==> src/rtl/isa_io_pkg.sv <==
package isa_io_pkg;
    typedef enum logic [1:0] {
        ST_IDLE  = 2'd0,
        ST_STALL = 2'd1,
        ST_READ  = 2'd2,
        ST_WRITE = 2'd3
    } isa_state_t;

    localparam int IO_SPACE_BITS = 16;
endpackage

==> src/rtl/isa_io_sync.sv <==
module isa_io_sync #(
    parameter int W = 4,
    parameter logic [W-1:0] RST_VAL = '0
) (
    input  logic         clk,
    input  logic         rst_n,
    input  logic [W-1:0] d,
    output logic [W-1:0] q
);
    logic [W-1:0] stage1;
    logic [W-1:0] stage2;

    for (genvar b = 0; b < W; b++) begin : g_bit
        always_ff @(posedge clk or negedge rst_n) begin
            if (!rst_n) begin
                stage1[b] <= RST_VAL[b];
                stage2[b] <= RST_VAL[b];
            end else begin
                stage1[b] <= d[b];
                stage2[b] <= stage1[b];
            end
        end
    end

    assign q = stage2;
endmodule

==> src/rtl/isa_io_addr_latch.sv <==
module isa_io_addr_latch #(
    parameter int ADDR_W = 20,
    parameter logic [15:0] BASE = 16'h0300,
    parameter int NREG = 4,
    localparam int IDX_W = (NREG > 1) ? $clog2(NREG) : 1,
    localparam int IOW = isa_io_pkg::IO_SPACE_BITS
) (
    input  logic              clk,
    input  logic              rst_n,
    input  logic              ale_s,
    input  logic [ADDR_W-1:0] addr,
    output logic              hit,
    output logic [IDX_W-1:0]  idx
);
    logic           ale_prev;
    logic           ale_fall;
    logic [IOW-1:0] addr_q;

    assign ale_fall = ale_prev && !ale_s;

    always_ff @(posedge clk or negedge rst_n) begin
        if (!rst_n) begin
            ale_prev <= 1'b0;
            addr_q   <= '0;
        end else begin
            ale_prev <= ale_s;
            if (ale_fall) addr_q <= addr[IOW-1:0];
        end
    end

    assign hit = (addr_q[IOW-1:IDX_W] == BASE[IOW-1:IDX_W]);
    assign idx = addr_q[IDX_W-1:0];

    assert_addr_held_R2: assert property (@(posedge clk) disable iff (!rst_n)
        !ale_fall |=> $stable(addr_q));
endmodule

==> src/rtl/isa_io_regbank.sv <==
module isa_io_regbank #(
    parameter int NREG = 4,
    localparam int IDX_W = (NREG > 1) ? $clog2(NREG) : 1
) (
    input  logic              clk,
    input  logic              rst_n,
    input  logic              we,
    input  logic [IDX_W-1:0]  widx,
    input  logic [7:0]        wdata,
    input  logic [IDX_W-1:0]  ridx,
    output logic [7:0]        rdata,
    output logic [NREG*8-1:0] bank_flat
);
    logic [7:0] regs [NREG];

    for (genvar i = 0; i < NREG; i++) begin : g_reg
        always_ff @(posedge clk or negedge rst_n) begin
            if (!rst_n)                                  regs[i] <= 8'h00;
            else if (we && (widx == IDX_W'(i)))          regs[i] <= wdata;
        end
        assign bank_flat[i*8 +: 8] = regs[i];
    end

    assign rdata = regs[ridx];
endmodule

==> src/rtl/isa_io_target.sv <==
module isa_io_target #(
    parameter int ADDR_W = 20,
    parameter logic [15:0] BASE = 16'h0300,
    parameter int NREG = 4,
    parameter int WAIT_W = 3,
    localparam int IDX_W = (NREG > 1) ? $clog2(NREG) : 1
) (
    input  logic              clk,
    input  logic              rst_n,
    input  logic [ADDR_W-1:0] bus_addr,
    input  logic              bus_aen,
    input  logic              bus_ale,
    input  logic              bus_rd_n,
    input  logic              bus_wr_n,
    input  logic [7:0]        data_in,
    output logic [7:0]        data_out,
    output logic              data_oe,
    output logic              io_ready,
    input  logic [WAIT_W-1:0] wait_cycles,
    output logic [NREG*8-1:0] reg_bank,
    output logic              wr_pulse,
    output logic [IDX_W-1:0]  wr_index
);
    import isa_io_pkg::*;

    isa_state_t state, state_nx;

    logic [3:0] sync_q;
    logic aen_s, ale_s, rd_s, wr_s;
    logic rd_prev, wr_prev;
    logic rd_fall, wr_fall;
    logic hit;
    logic [IDX_W-1:0] idx;
    logic is_wr_q;
    logic [WAIT_W-1:0] cnt_q;
    logic [7:0] wdata_q;
    logic commit;
    logic start;
    logic start_wr;
    logic cmd_gone;

    isa_io_sync #(.W(4), .RST_VAL(4'b0011)) u_sync (
        .clk  (clk),
        .rst_n(rst_n),
        .d    ({bus_aen, bus_ale, bus_rd_n, bus_wr_n}),
        .q    (sync_q)
    );
    assign {aen_s, ale_s, rd_s, wr_s} = sync_q;

    isa_io_addr_latch #(.ADDR_W(ADDR_W), .BASE(BASE), .NREG(NREG)) u_latch (
        .clk  (clk),
        .rst_n(rst_n),
        .ale_s(ale_s),
        .addr (bus_addr),
        .hit  (hit),
        .idx  (idx)
    );

    isa_io_regbank #(.NREG(NREG)) u_bank (
        .clk      (clk),
        .rst_n    (rst_n),
        .we       (commit),
        .widx     (idx),
        .wdata    (wdata_q),
        .ridx     (idx),
        .rdata    (data_out),
        .bank_flat(reg_bank)
    );

    assign rd_fall  = rd_prev && !rd_s;
    assign wr_fall  = wr_prev && !wr_s;
    assign start    = (rd_fall || wr_fall) && hit && !aen_s;
    assign start_wr = !rd_fall;
    assign cmd_gone = is_wr_q ? wr_s : rd_s;

    // next-state logic
    always_comb begin
        state_nx = state;
        unique case (state)
            ST_IDLE: begin
                if (start) begin
                    if (wait_cycles != '0) state_nx = ST_STALL;
                    else                   state_nx = start_wr ? ST_WRITE : ST_READ;
                end
            end
            ST_STALL: begin
                if (cmd_gone)                     state_nx = ST_IDLE;
                else if (cnt_q == WAIT_W'(1))     state_nx = is_wr_q ? ST_WRITE : ST_READ;
            end
            ST_READ:  if (rd_s) state_nx = ST_IDLE;
            ST_WRITE: if (wr_s) state_nx = ST_IDLE;
            default:  state_nx = ST_IDLE;
        endcase
    end

    // state register and datapath registers
    always_ff @(posedge clk or negedge rst_n) begin
        if (!rst_n) begin
            state    <= ST_IDLE;
            rd_prev  <= 1'b1;
            wr_prev  <= 1'b1;
            is_wr_q  <= 1'b0;
            cnt_q    <= '0;
            wdata_q  <= 8'h00;
            wr_pulse <= 1'b0;
            wr_index <= '0;
        end else begin
            state    <= state_nx;
            rd_prev  <= rd_s;
            wr_prev  <= wr_s;
            wr_pulse <= commit;
            if (commit) wr_index <= idx;
            if (state == ST_IDLE) begin
                cnt_q <= wait_cycles;
                if (start) is_wr_q <= start_wr;
            end else if (state == ST_STALL) begin
                cnt_q <= cnt_q - WAIT_W'(1);
            end
            if (is_wr_q && !wr_s && (state == ST_STALL || state == ST_WRITE))
                wdata_q <= data_in;
        end
    end

    // outputs
    always_comb begin
        io_ready = (state != ST_STALL);
        data_oe  = (state == ST_READ) || (state == ST_STALL && !is_wr_q);
        commit   = (state == ST_WRITE) && wr_s;
    end

    assert_dma_never_selects_R3: assert property (@(posedge clk) disable iff (!rst_n)
        (state == ST_IDLE && aen_s) |=> (state == ST_IDLE));

    assert_zero_wait_ready_R7: assert property (@(posedge clk) disable iff (!rst_n)
        (state == ST_IDLE && wait_cycles == '0) |=> io_ready);

    assert_stall_ends_R6: assert property (@(posedge clk) disable iff (!rst_n)
        (state == ST_STALL && cnt_q == WAIT_W'(1)) |=> io_ready);

    assert_oe_release_R4: assert property (@(posedge clk) disable iff (!rst_n)
        (data_oe && rd_s) |=> !data_oe);

    assert_single_pulse_R5: assert property (@(posedge clk) disable iff (!rst_n)
        wr_pulse |=> !wr_pulse);
endmodule

==> config.mk <==
export PLATFORM = sky130hd
export DESIGN_NAME = isa_io_target
export DESIGN_NICKNAME = d
export VERILOG_FILES = /design/src/rtl/isa_io_pkg.sv /design/src/rtl/isa_io_sync.sv /design/src/rtl/isa_io_addr_latch.sv /design/src/rtl/isa_io_regbank.sv /design/src/rtl/isa_io_target.sv
export SDC_FILE = /design/constraint.sdc
export NUM_CORES = 1
export LEC_CHECK = 0
export BUFFER_PORTS_ARGS = -buffer_cell sky130_fd_sc_hd__clkbuf_2
export CELL_PAD_IN_SITES_DETAIL_PLACEMENT = 0
export CELL_PAD_IN_SITES_GLOBAL_PLACEMENT = 1
export CORE_MARGIN = 2
export CORE_UTILIZATION = 38
export DETAILED_ROUTE_END_ITERATION = 10
export GPL_TIMING_DRIVEN = 0
export PLACE_DENSITY_LB_ADDON = 0.1
export SLEW_MARGIN = 20
export SYNTH_ARGS = -nofsm -noshare
export SYNTH_HDL_FRONTEND = slang
export SYNTH_SLANG_ARGS = --single-unit
export TNS_END_PERCENT = 1
==> constraint.sdc <==
create_clock -name clk -period 1.6 [get_ports clk]
set_clock_uncertainty 0.1 [all_clocks]
set_input_delay 0 -clock clk [delete_from_list [all_inputs] [get_ports clk]]
set_output_delay 0 -clock clk [all_outputs]
set_load 0.005 [all_outputs]
### After elaboration in Yosys (flattened, before gate mapping)

Cells that the tools add are included.

| word-level totals | value |
|---|---|
| flip-flop bits (word level) | 76 |
| input port bits | 37 |
| output and inout port bits | 45 |
| word-level logic and storage cells | 81 |

| operators by class | value |
|---|---|
| add/sub/neg operators | 1 |
| order comparisons | 1 |
| eq/ne operators | 13 |
| mux-type cells | 15 |
| bitwise gates (word level) | 1 |
| reduce and logical (&&, ||, !) cells | 28 |

Operators with widths:

| kind | number |
|---|---|
| binary-select mux 8 bit (select 2 bit) | 1 |
| two-way mux 8 bit | 2 |
| equality test 14 x 8 -> 1 bit, second input constant | 1 |
| logical AND 1 bit | 13 |
| two-way mux 2 bit | 6 |
| equality test 2 bit, second input constant | 4 |
| case mux 2 bit (4 select lines) | 1 |
| logical NOT 1 bit | 6 |
| two-way mux 3 bit | 2 |
| != test 2 x 1 -> 1 bit, second input constant | 3 |
| equality test 2 x 1 -> 1 bit, second input constant | 2 |
| logical NOT 2 bit | 2 |
| AND reduction 4 bit | 1 |
| equality test 3 x 1 -> 1 bit, second input constant | 1 |
| >= comparator 3 bit, second input constant | 1 |
| logical OR 1 bit | 3 |
| two-way mux 1 bit | 3 |
| != test 3 bit, second input constant | 1 |
| NOT 2 -> 3 bit | 1 |
| nonzero test 3 bit | 1 |
| subtractor 3 x 1 -> 3 bit, second input constant | 1 |
| != test 2 bit, second input constant | 1 |
| AND reduction 2 bit | 1 |
| nonzero test 2 bit | 1 |

### Logic depth before layout (Yosys ltp)

Gate-level depths: netlist of run 1.

| logic depth | value |
|---|---|
| depth in word-level cells | 7 |
| mapped depth | 6 |

### Cells and area by module

Synthesis of run 1 repeated with hierarchy kept, for this count alone.

| unflattened totals | value |
|---|---|
| cell total of the unflattened synthesis | 202 |
| area total of the unflattened synthesis | 3240.6 µm² |

Modules (own cells, without submodules):

| module | times used | cells each | area an instance (µm²) | sequential area each (µm²) |
|---|---|---|---|---|
| isa_io_regbank | 1 | 78 | 1401.3 | 800.8 |
| isa_io_target | 1 | 73 | 894.6 | 478.0 |
| isa_io_addr_latch | 1 | 43 | 739.5 | 425.4 |
| isa_io_sync | 1 | 8 | 205.2 | 205.2 |

### Worst setup path after synthesis of run 1

No wires, ideal clock.

| timing | value |
|---|---|
| path type | register to register |
| from | register u_sync.stage2[0], in the netlist u_sync.q[0] |
| to | register u_bank.regs (netlist bit u_bank.bank_flat[10]) |
| setup time | 0.125 ns |
| data arrival time | 1.406 ns |
| data required time | 1.375 ns |
| path slack | -0.031 ns |
| cell stages (with the launch flop) | 6 |
| cells stage by stage | dfstp_2 > nand3_2 > inv_2 > nand2_1 > nor2_4 > mux2_2 |

| on the way | value |
|---|---|
| longest elaborated chain between the ends | 2 |

Ends and longest elaborated chain:

| what | line | RTL |
|---|---|---|
| from (decl) | isa_io_sync.sv:11 | `logic [W-1:0] stage2;` |
| from (signal, indexed assignment) | isa_io_sync.sv:17 | `stage2[b] <= RST_VAL[b];` |
| from (signal, indexed assignment) | isa_io_sync.sv:20 | `stage2[b] <= stage1[b];` |
| logical AND 1 bit | isa_io_target.sv:128 | `commit = (state == ST_WRITE) && wr_s;` |
| via commit | isa_io_target.sv:37 | `logic commit;` |
| logical AND 1 bit | isa_io_regbank.sv:19 | `else if (we && (widx == IDX_W'(i))) regs[i] <= wdata;` |
| to (signal, indexed assignment) | isa_io_regbank.sv:19 |  |
| to (decl) | isa_io_regbank.sv:14 | `logic [7:0] regs [NREG];` |

The timed path passes the listed nets, and every way through them passes these cells.
A chain may end at the register's enable or synchronous reset.

### Worst setup path after layout of run 1

| timing | value |
|---|---|
| from | register u_sync.stage2[0], in the netlist u_sync.q[0] |
| to | register u_bank.regs (netlist bit u_bank.bank_flat[23]) |

Same word-level chain as after synthesis.

==> results of run 1 <==
how the worst max path moves through the flow:
stage                      startpoint  cells past startpoint                   end  slack [ns]
after CTS                 u_sync.q[0]                      3   u_bank.bank_flat[1]       -0.20
after floorplan           u_sync.q[0]                      5  u_bank.bank_flat[10]       -0.01
after global placement          rst_n                      1  u_bank.bank_flat[22]       -0.31
final                     u_sync.q[0]                      6  u_bank.bank_flat[23]       -0.08
after global routing      u_sync.q[0]                      6  u_bank.bank_flat[18]       -0.15
after detailed placement  u_sync.q[0]                      5   u_bank.bank_flat[8]       -0.26
cell families after synthesis:
logic type	count (synthesis)	synth area share, %
buf+inv	10	1.65
simple gates	40	8.13
compound gates	17	3.38
fa+ha+maj	2	0.785
mux	66	26.1
flops	76	59.9
repair_timing:
action                                  CTS  global route
hold buffers                             32             0
endpoints found under the setup margin   51            54
buffers inserted                          3             9
resized for setup                        11            12
hold endpoints to repair                103             0
pin swaps                                 5             2
critical path, cell delays in order (launching register included):
cell	delay, ns
dfstp_2	0.59
nand3_4	0.12
inv_4	0.10
nand2_4	0.06
nor2_4	0.13
buf_12	0.16
mux2_4	0.30
cell usage in the layout, fill, tap and decap left out, types with 2 or more instances in the layout:
cell,instances
ha_1,2
nor4b_1,3
o21ai_1,2
dfrtp_2,2
buf_4,10
dfrtp_1,68
nor2b_1,5
clkbuf_4,2
o21ai_0,7
buf_12,4
nand3_4,2
nor4_1,3
mux2_4,8
dlygate4sd3_1,32
inv_1,3
nor2_4,2
clkbuf_8,11
clkbuf_2,76
nand2b_1,2
buf_2,2
mux4_2,8
nand2_1,9
dfstp_2,6
mux2_2,49
bufinv_16,2
nor2_1,5
metal layers:
metal,share of wire [%],track usage (%)
met1,48,24.4
met2,46,25.2
met3,3.9,3.79
met4,1.9,6.90
met5,0,0
flip-flops by register name, summed over array words and instances, names as in the netlist:
name / count
cnt_q: 3
is_wr_q: 1
rd_prev: 1
state: 2
u_bank.bank_flat: 32
u_latch.addr_q: 16
u_latch.ale_prev: 1
u_sync.q: 4
u_sync.stage1: 4
wdata_q: 8
wr_index: 2
wr_prev: 1
wr_pulse: 1
area by class of cell:
| type | instances | area share [%] |
|---|---|---|
| repair buffers | 122 | 18.9 |
| clock inverters | 4 | 1.61 |
| well taps | 105 | 2.91 |
| flip-flops and latches | 76 | 42.4 |
| plain buffers | 6 | 1.36 |
| multi-input cells | 125 | 29.1 |
| inverters | 4 | 0.389 |
| clock buffers | 11 | 3.36 |
power by group through the flow:
stage	clock, mW	combinational, mW	sequential, mW
floorplan	0	0.203	2.14
global placement	0	0.348	2.17
detailed placement	0	0.364	2.17
CTS	1.69	0.450	2.14
global route	1.78	0.528	2.15
finish	1.63	0.483	2.14
==> results.py, run 1 <==
metrics = {
    "final_layout": {
        "area_growth_pct": 41.5,
        "fin_area_mm2": 0.00451,
        "diodes": 0,
        "final_cells": 453,
        "drive_gt1_share_pct": 56.3,
        "fillers": 706,
        "ff_latch_area_mm2": 0.00191,
        "multiInputGateArea_mm2": 0.00131,
        "fin_nets": 383,
        "post-route-util_pct": 55.1,
    },
    "power_and_ir_drop": {
        "vdd.ir_drop.worst_mv": 0.470,
        "netSwitchingFraction_pct": 23.0,
        "p_int_mw": 3.28,
        "switchingPower_mw": 0.977,
        "power_leakage_nw": 2.13,
        "p_per_area_mw_per_mm2": 943,
        "p_seq_share_pct": 50.2,
        "p_total_mw": 4.25,
        "power_frac_comb_pct": 11.3,
        "p_clk_share_pct": 38.4,
    },
    "floorplanning": {
        "chipWidth_um": 95.6,
        "io_pins": 82,
        "rows": 33,
        "initial_core_util_pct": 39.0,
        "die_area_mm2": 0.00913,
        "die_h_um": 95.6,
        "core-area_mm2": 0.00818,
    },
    "critical_path": {
        "crit_fanout": 8,
        "r2r_slack_ns": -0.08,
        "startpoint_type": "register",
        "r2r_start": "u_sync.q[0]",
        "cp_data_arrival_time_ns": 1.81,
        "path_class": "register to register",
        "rr_endpoint": "u_bank.bank_flat[23]",
        "required_ns": 1.72,
        "reg2reg_depth": 6,
        "endpoint_kind": "register",
    },
    "placed_design": {
        "io_buffers": 77,
        "globalplace.congestion": 0.694,
        "placed_cells": 394,
        "post-dp-hpwl_mm": 4.68,
        "dp_slack_ns": -0.259,
        "placed_area_mm2": 0.00375,
    },
    "logic_synthesis": {
        "ys.warnings.count": 0,
        "syn_avg_cell_area_um2": 15.1,
        "synth_ff_type": "dfrtp_1",
        "yosys.area.top_type": "dfrtp_1",
        "syn_nets": 250,
        "synth_top_area_share_pct": 55.0,
        "ys_ff_latch": 76,
        "synth-seq-area-share_pct": 59.9,
        "synth_edf_count": 0,
        "async_reset_ff_share_pct": 100,
        "ys_top_cells_by_area": "dfrtp_1 (55%), mux2_2 (20%), mux4_2 (5.7%), dfstp_2 (4.9%), nand2_1 (1.3%)",
        "yosysMostFrequentCell": "dfrtp_1",
        "yosysUniqueCellTypes": 34,
        "syn_inst": 211,
        "synth_common_cells": "dfrtp_1 (70), mux2_2 (57), nand2_1 (11)",
        "synthesis.area_mm2": 0.00319,
    },
    "drt": {
        "avgViaCountPerCell": 4.96,
        "ant_nets": 0,
        "first_iter_violations": 52,
        "wl_per_cell_um": 16.2,
        "drc": 0,
        "routed_wl_mm": 7.35,
        "dr.pass1.iters": 4,
        "vias": 2248,
    },
    "sta": {
        "hold-worst-slack_ns": 0.0671,
        "report.final.slew_viol_count": 0,
        "setup_viol": 35,
        "fin_setup_tns_ns": -1.79,
        "relSlewSlack_pct": 69.1,
        "finalWorstSetupSlack_ns": -0.0836,
        "rsz0062_at_grt": "yes",
        "fin_crit_sh_pct": 105,
        "fmax_mhz": 594,
        "tightest_slew_ns": 0.458,
        "finalHoldViolations": 0,
        "min_period_ns": 1.68,
    },
    "clocking": {
        "clockRootBuffer": "clkbuf_8",
        "cts_inserted_buffers": 9,
        "clk_pin_slew_ns": 0.08,
        "cts.sinks": 76,
        "clock_path_buffers": 2,
        "htree_levels": 3,
        "clk_latency_ns": 0.34,
        "cts_tree": "built",
    },
    "outcome": {
        "outcome": "finished with violations",
        "violations": "negative setup slack",
    },
    "global_route": {
        "grtUsageTotal_pct": 17.1,
        "grt_pass1_wl_mm": 11.5,
        "grt_max_degree": 47,
        "grt_pass1_vias": 2210,
        "overflow": 0,
        "antenna_found_initial": 0,
    },
    "job": {
        "maxCapViolations": 0,
    },
    "hold_path": {
        "min_path_type": "input port to async pin",
    },
}
Power figures use the tool's default switching activity.
==> run 2, diff against run 1 <==
- SETUP_SLACK_MARGIN: unset -> 0.15
==> run 2 against run 1 <==
Against the previous run:
- flip-flop and latch count unchanged
- combinational power up 2%
- clock power about the same
- fmax up 2.2%
- the flow still finishes with violations (negative setup slack)
- setup slack better by 0.037 ns
- largest power group unchanged
- final cell count down 0.66%
- critical path depth unchanged
==> results.py, run 2 (same netlist as run 1, synthesis figures left out) <==
metrics = {
    "critical_path": {
        "required_ns": 1.72,
        "cp_data_arrival_time_ns": 1.77,
        "crit_fanout": 8,
        "cpPeakStageDelay_ns": 0.58,
        "startpoint_type": "register",
        "endpoint_kind": "register",
        "path_class": "register to register",
        "crit_chain": "nand3_4 -> inv_6 -> nand2_4 -> nor2_4 -> buf_12 -> mux2_4",
        "slowest_stage": "dfstp_2",
    },
    "clocking": {
        "cts.sinks": 76,
        "cts_inserted_buffers": 9,
        "clockRootBuffer": "clkbuf_8",
        "clk_pin_slew_ns": 0.08,
        "clock_path_buffers": 2,
        "htree_levels": 3,
        "cts_tree": "built",
        "clk_latency_ns": 0.34,
    },
    "final_layout": {
        "fin_nets": 380,
        "layout_commonest_cell": "clkbuf_2",
        "diodes": 0,
        "area_growth_pct": 44.0,
        "final_cells": 450,
        "largest_reg_flops": 32,
        "drive_gt1_share_pct": 56.8,
        "final_cell_mix": "clkbuf_2 (76), dfrtp_1 (68), mux2_2 (33)",
        "post-route-util_pct": 56.1,
    },
    "placed_design": {
        "post-dp-hpwl_mm": 4.68,
        "dp_slack_ns": -0.259,
        "placed_cells": 394,
        "io_buffers": 77,
        "globalplace.congestion": 0.694,
    },
    "job": {
        "maxCapViolations": 0,
    },
    "sta": {
        "finalHoldViolations": 0,
        "rsz0062_at_grt": "yes",
        "tightest_slew_ns": 0.483,
        "finalWorstSetupSlack_ns": -0.0468,
        "report.final.slew_viol_count": 0,
        "relSlewSlack_pct": 67.8,
        "fmax_mhz": 607,
        "setup_viol": 30,
        "fin_crit_sh_pct": 103,
        "min_period_ns": 1.65,
        "hold-worst-slack_ns": 0.0724,
        "fin_setup_tns_ns": -0.809,
    },
    "hold_path": {
        "min_path_type": "input port to async pin",
    },
    "power_and_ir_drop": {
        "p_per_area_mw_per_mm2": 930,
        "power_leakage_nw": 2.16,
        "vdd.ir_drop.worst_mv": 0.468,
    },
    "drt": {
        "drc": 0,
        "ant_nets": 0,
        "avgViaCountPerCell": 4.97,
        "dr.pass1.iters": 4,
        "wl_per_cell_um": 16.2,
        "routed_wl_mm": 7.31,
        "first_iter_violations": 74,
        "vias": 2236,
    },
    "floorplanning": {
        "chipWidth_um": 95.6,
        "core-area_mm2": 0.00818,
        "die_h_um": 95.6,
        "die_area_mm2": 0.00913,
        "initial_core_util_pct": 39.0,
        "rows": 33,
        "io_pins": 82,
    },
    "global_route": {
        "grtUsageTotal_pct": 17.6,
        "antenna_found_initial": 0,
        "grt_max_degree": 47,
        "overflow": 0,
        "grt_pass1_vias": 2308,
        "grt_pass1_wl_mm": 11.8,
    },
    "outcome": {
        "violations": "negative setup slack",
        "outcome": "finished with violations",
    },
}
[run 2: repair_timing]
| action | CTS | global route |
|---|---|---|
| gates resized for setup | 41 | 8 |
| hold buffers | 32 | 0 |
| setup buffers | 9 | 0 |
| pin swaps | 10 | 1 |
| endpoints found under the hold margin | 103 | 0 |
| endpoints found under the setup margin | 62 | 63 |
[run 2: final cells by class]
| cell class | instances | area [um^2] |
|---|---|---|
| well taps | 105 | 131 |
| multi-input cells | 125 | 1380 |
| clock buffers | 11 | 151 |
| flip-flops and latches | 76 | 1910 |
| plain buffers | 6 | 71.3 |
| inverters | 4 | 20.0 |
| clock inverters | 4 | 72.6 |
| repair buffers | 119 | 845 |
| fillers | 702 | 3590 |
[run 2: final timing paths]
kind                       cells after the start             start                    to  slack, ns
min in group clk                               2          bus_wr_n      u_sync.stage1[0]       0.19
setup / recovery                               6       u_sync.q[0]  u_bank.bank_flat[23]      -0.05
hold / removal                                 2             rst_n              cnt_q[0]       0.07
max in group asynchronous                      3             rst_n               wr_prev       0.67
setup reg to reg                               6       u_sync.q[0]  u_bank.bank_flat[23]      -0.05
hold reg to reg                                0  u_sync.stage1[3]           u_sync.q[3]       0.26
[run 2: metal layers]
layer | vias up | track usage, % | part of all wire, %
li1 | 1040 | - | -
met1 | 1122 | 24.7 | 47
met2 | 58 | 26.4 | 47
met3 | 16 | 3.87 | 3.9
met4 | 0 | 7.26 | 2.1
met5 | - | 0 | 0
[run 2: power by group]
| part | internal, mW | switching (mW) |
|---|---|---|
| Sequential | 2.03 | 0.103 |
| Clock | 0.953 | 0.681 |
| Combinational | 0.302 | 0.194 |
| Total | 3.29 | 0.978 |
[run 2: through the flow]
| stage | instance area, um^2 | power [mW] |
|---|---|---|
| after CTS | 4560 | 4.32 |
| after detailed placement | 3750 | 2.53 |
| final | 4590 | 4.27 |
| after global placement | 3720 | 2.52 |
| after global routing | 4590 | 4.48 |
| after floorplan | 3200 | 2.35 |
[run 2: worst max-delay path: cells and delay by family (launching register included)]
family / cells / cell delay [ns]
and+or+nand+nor: 3 / 0.28
buffers and inverters: 2 / 0.25
DFF: 1 / 0.58
muxes: 1 / 0.30
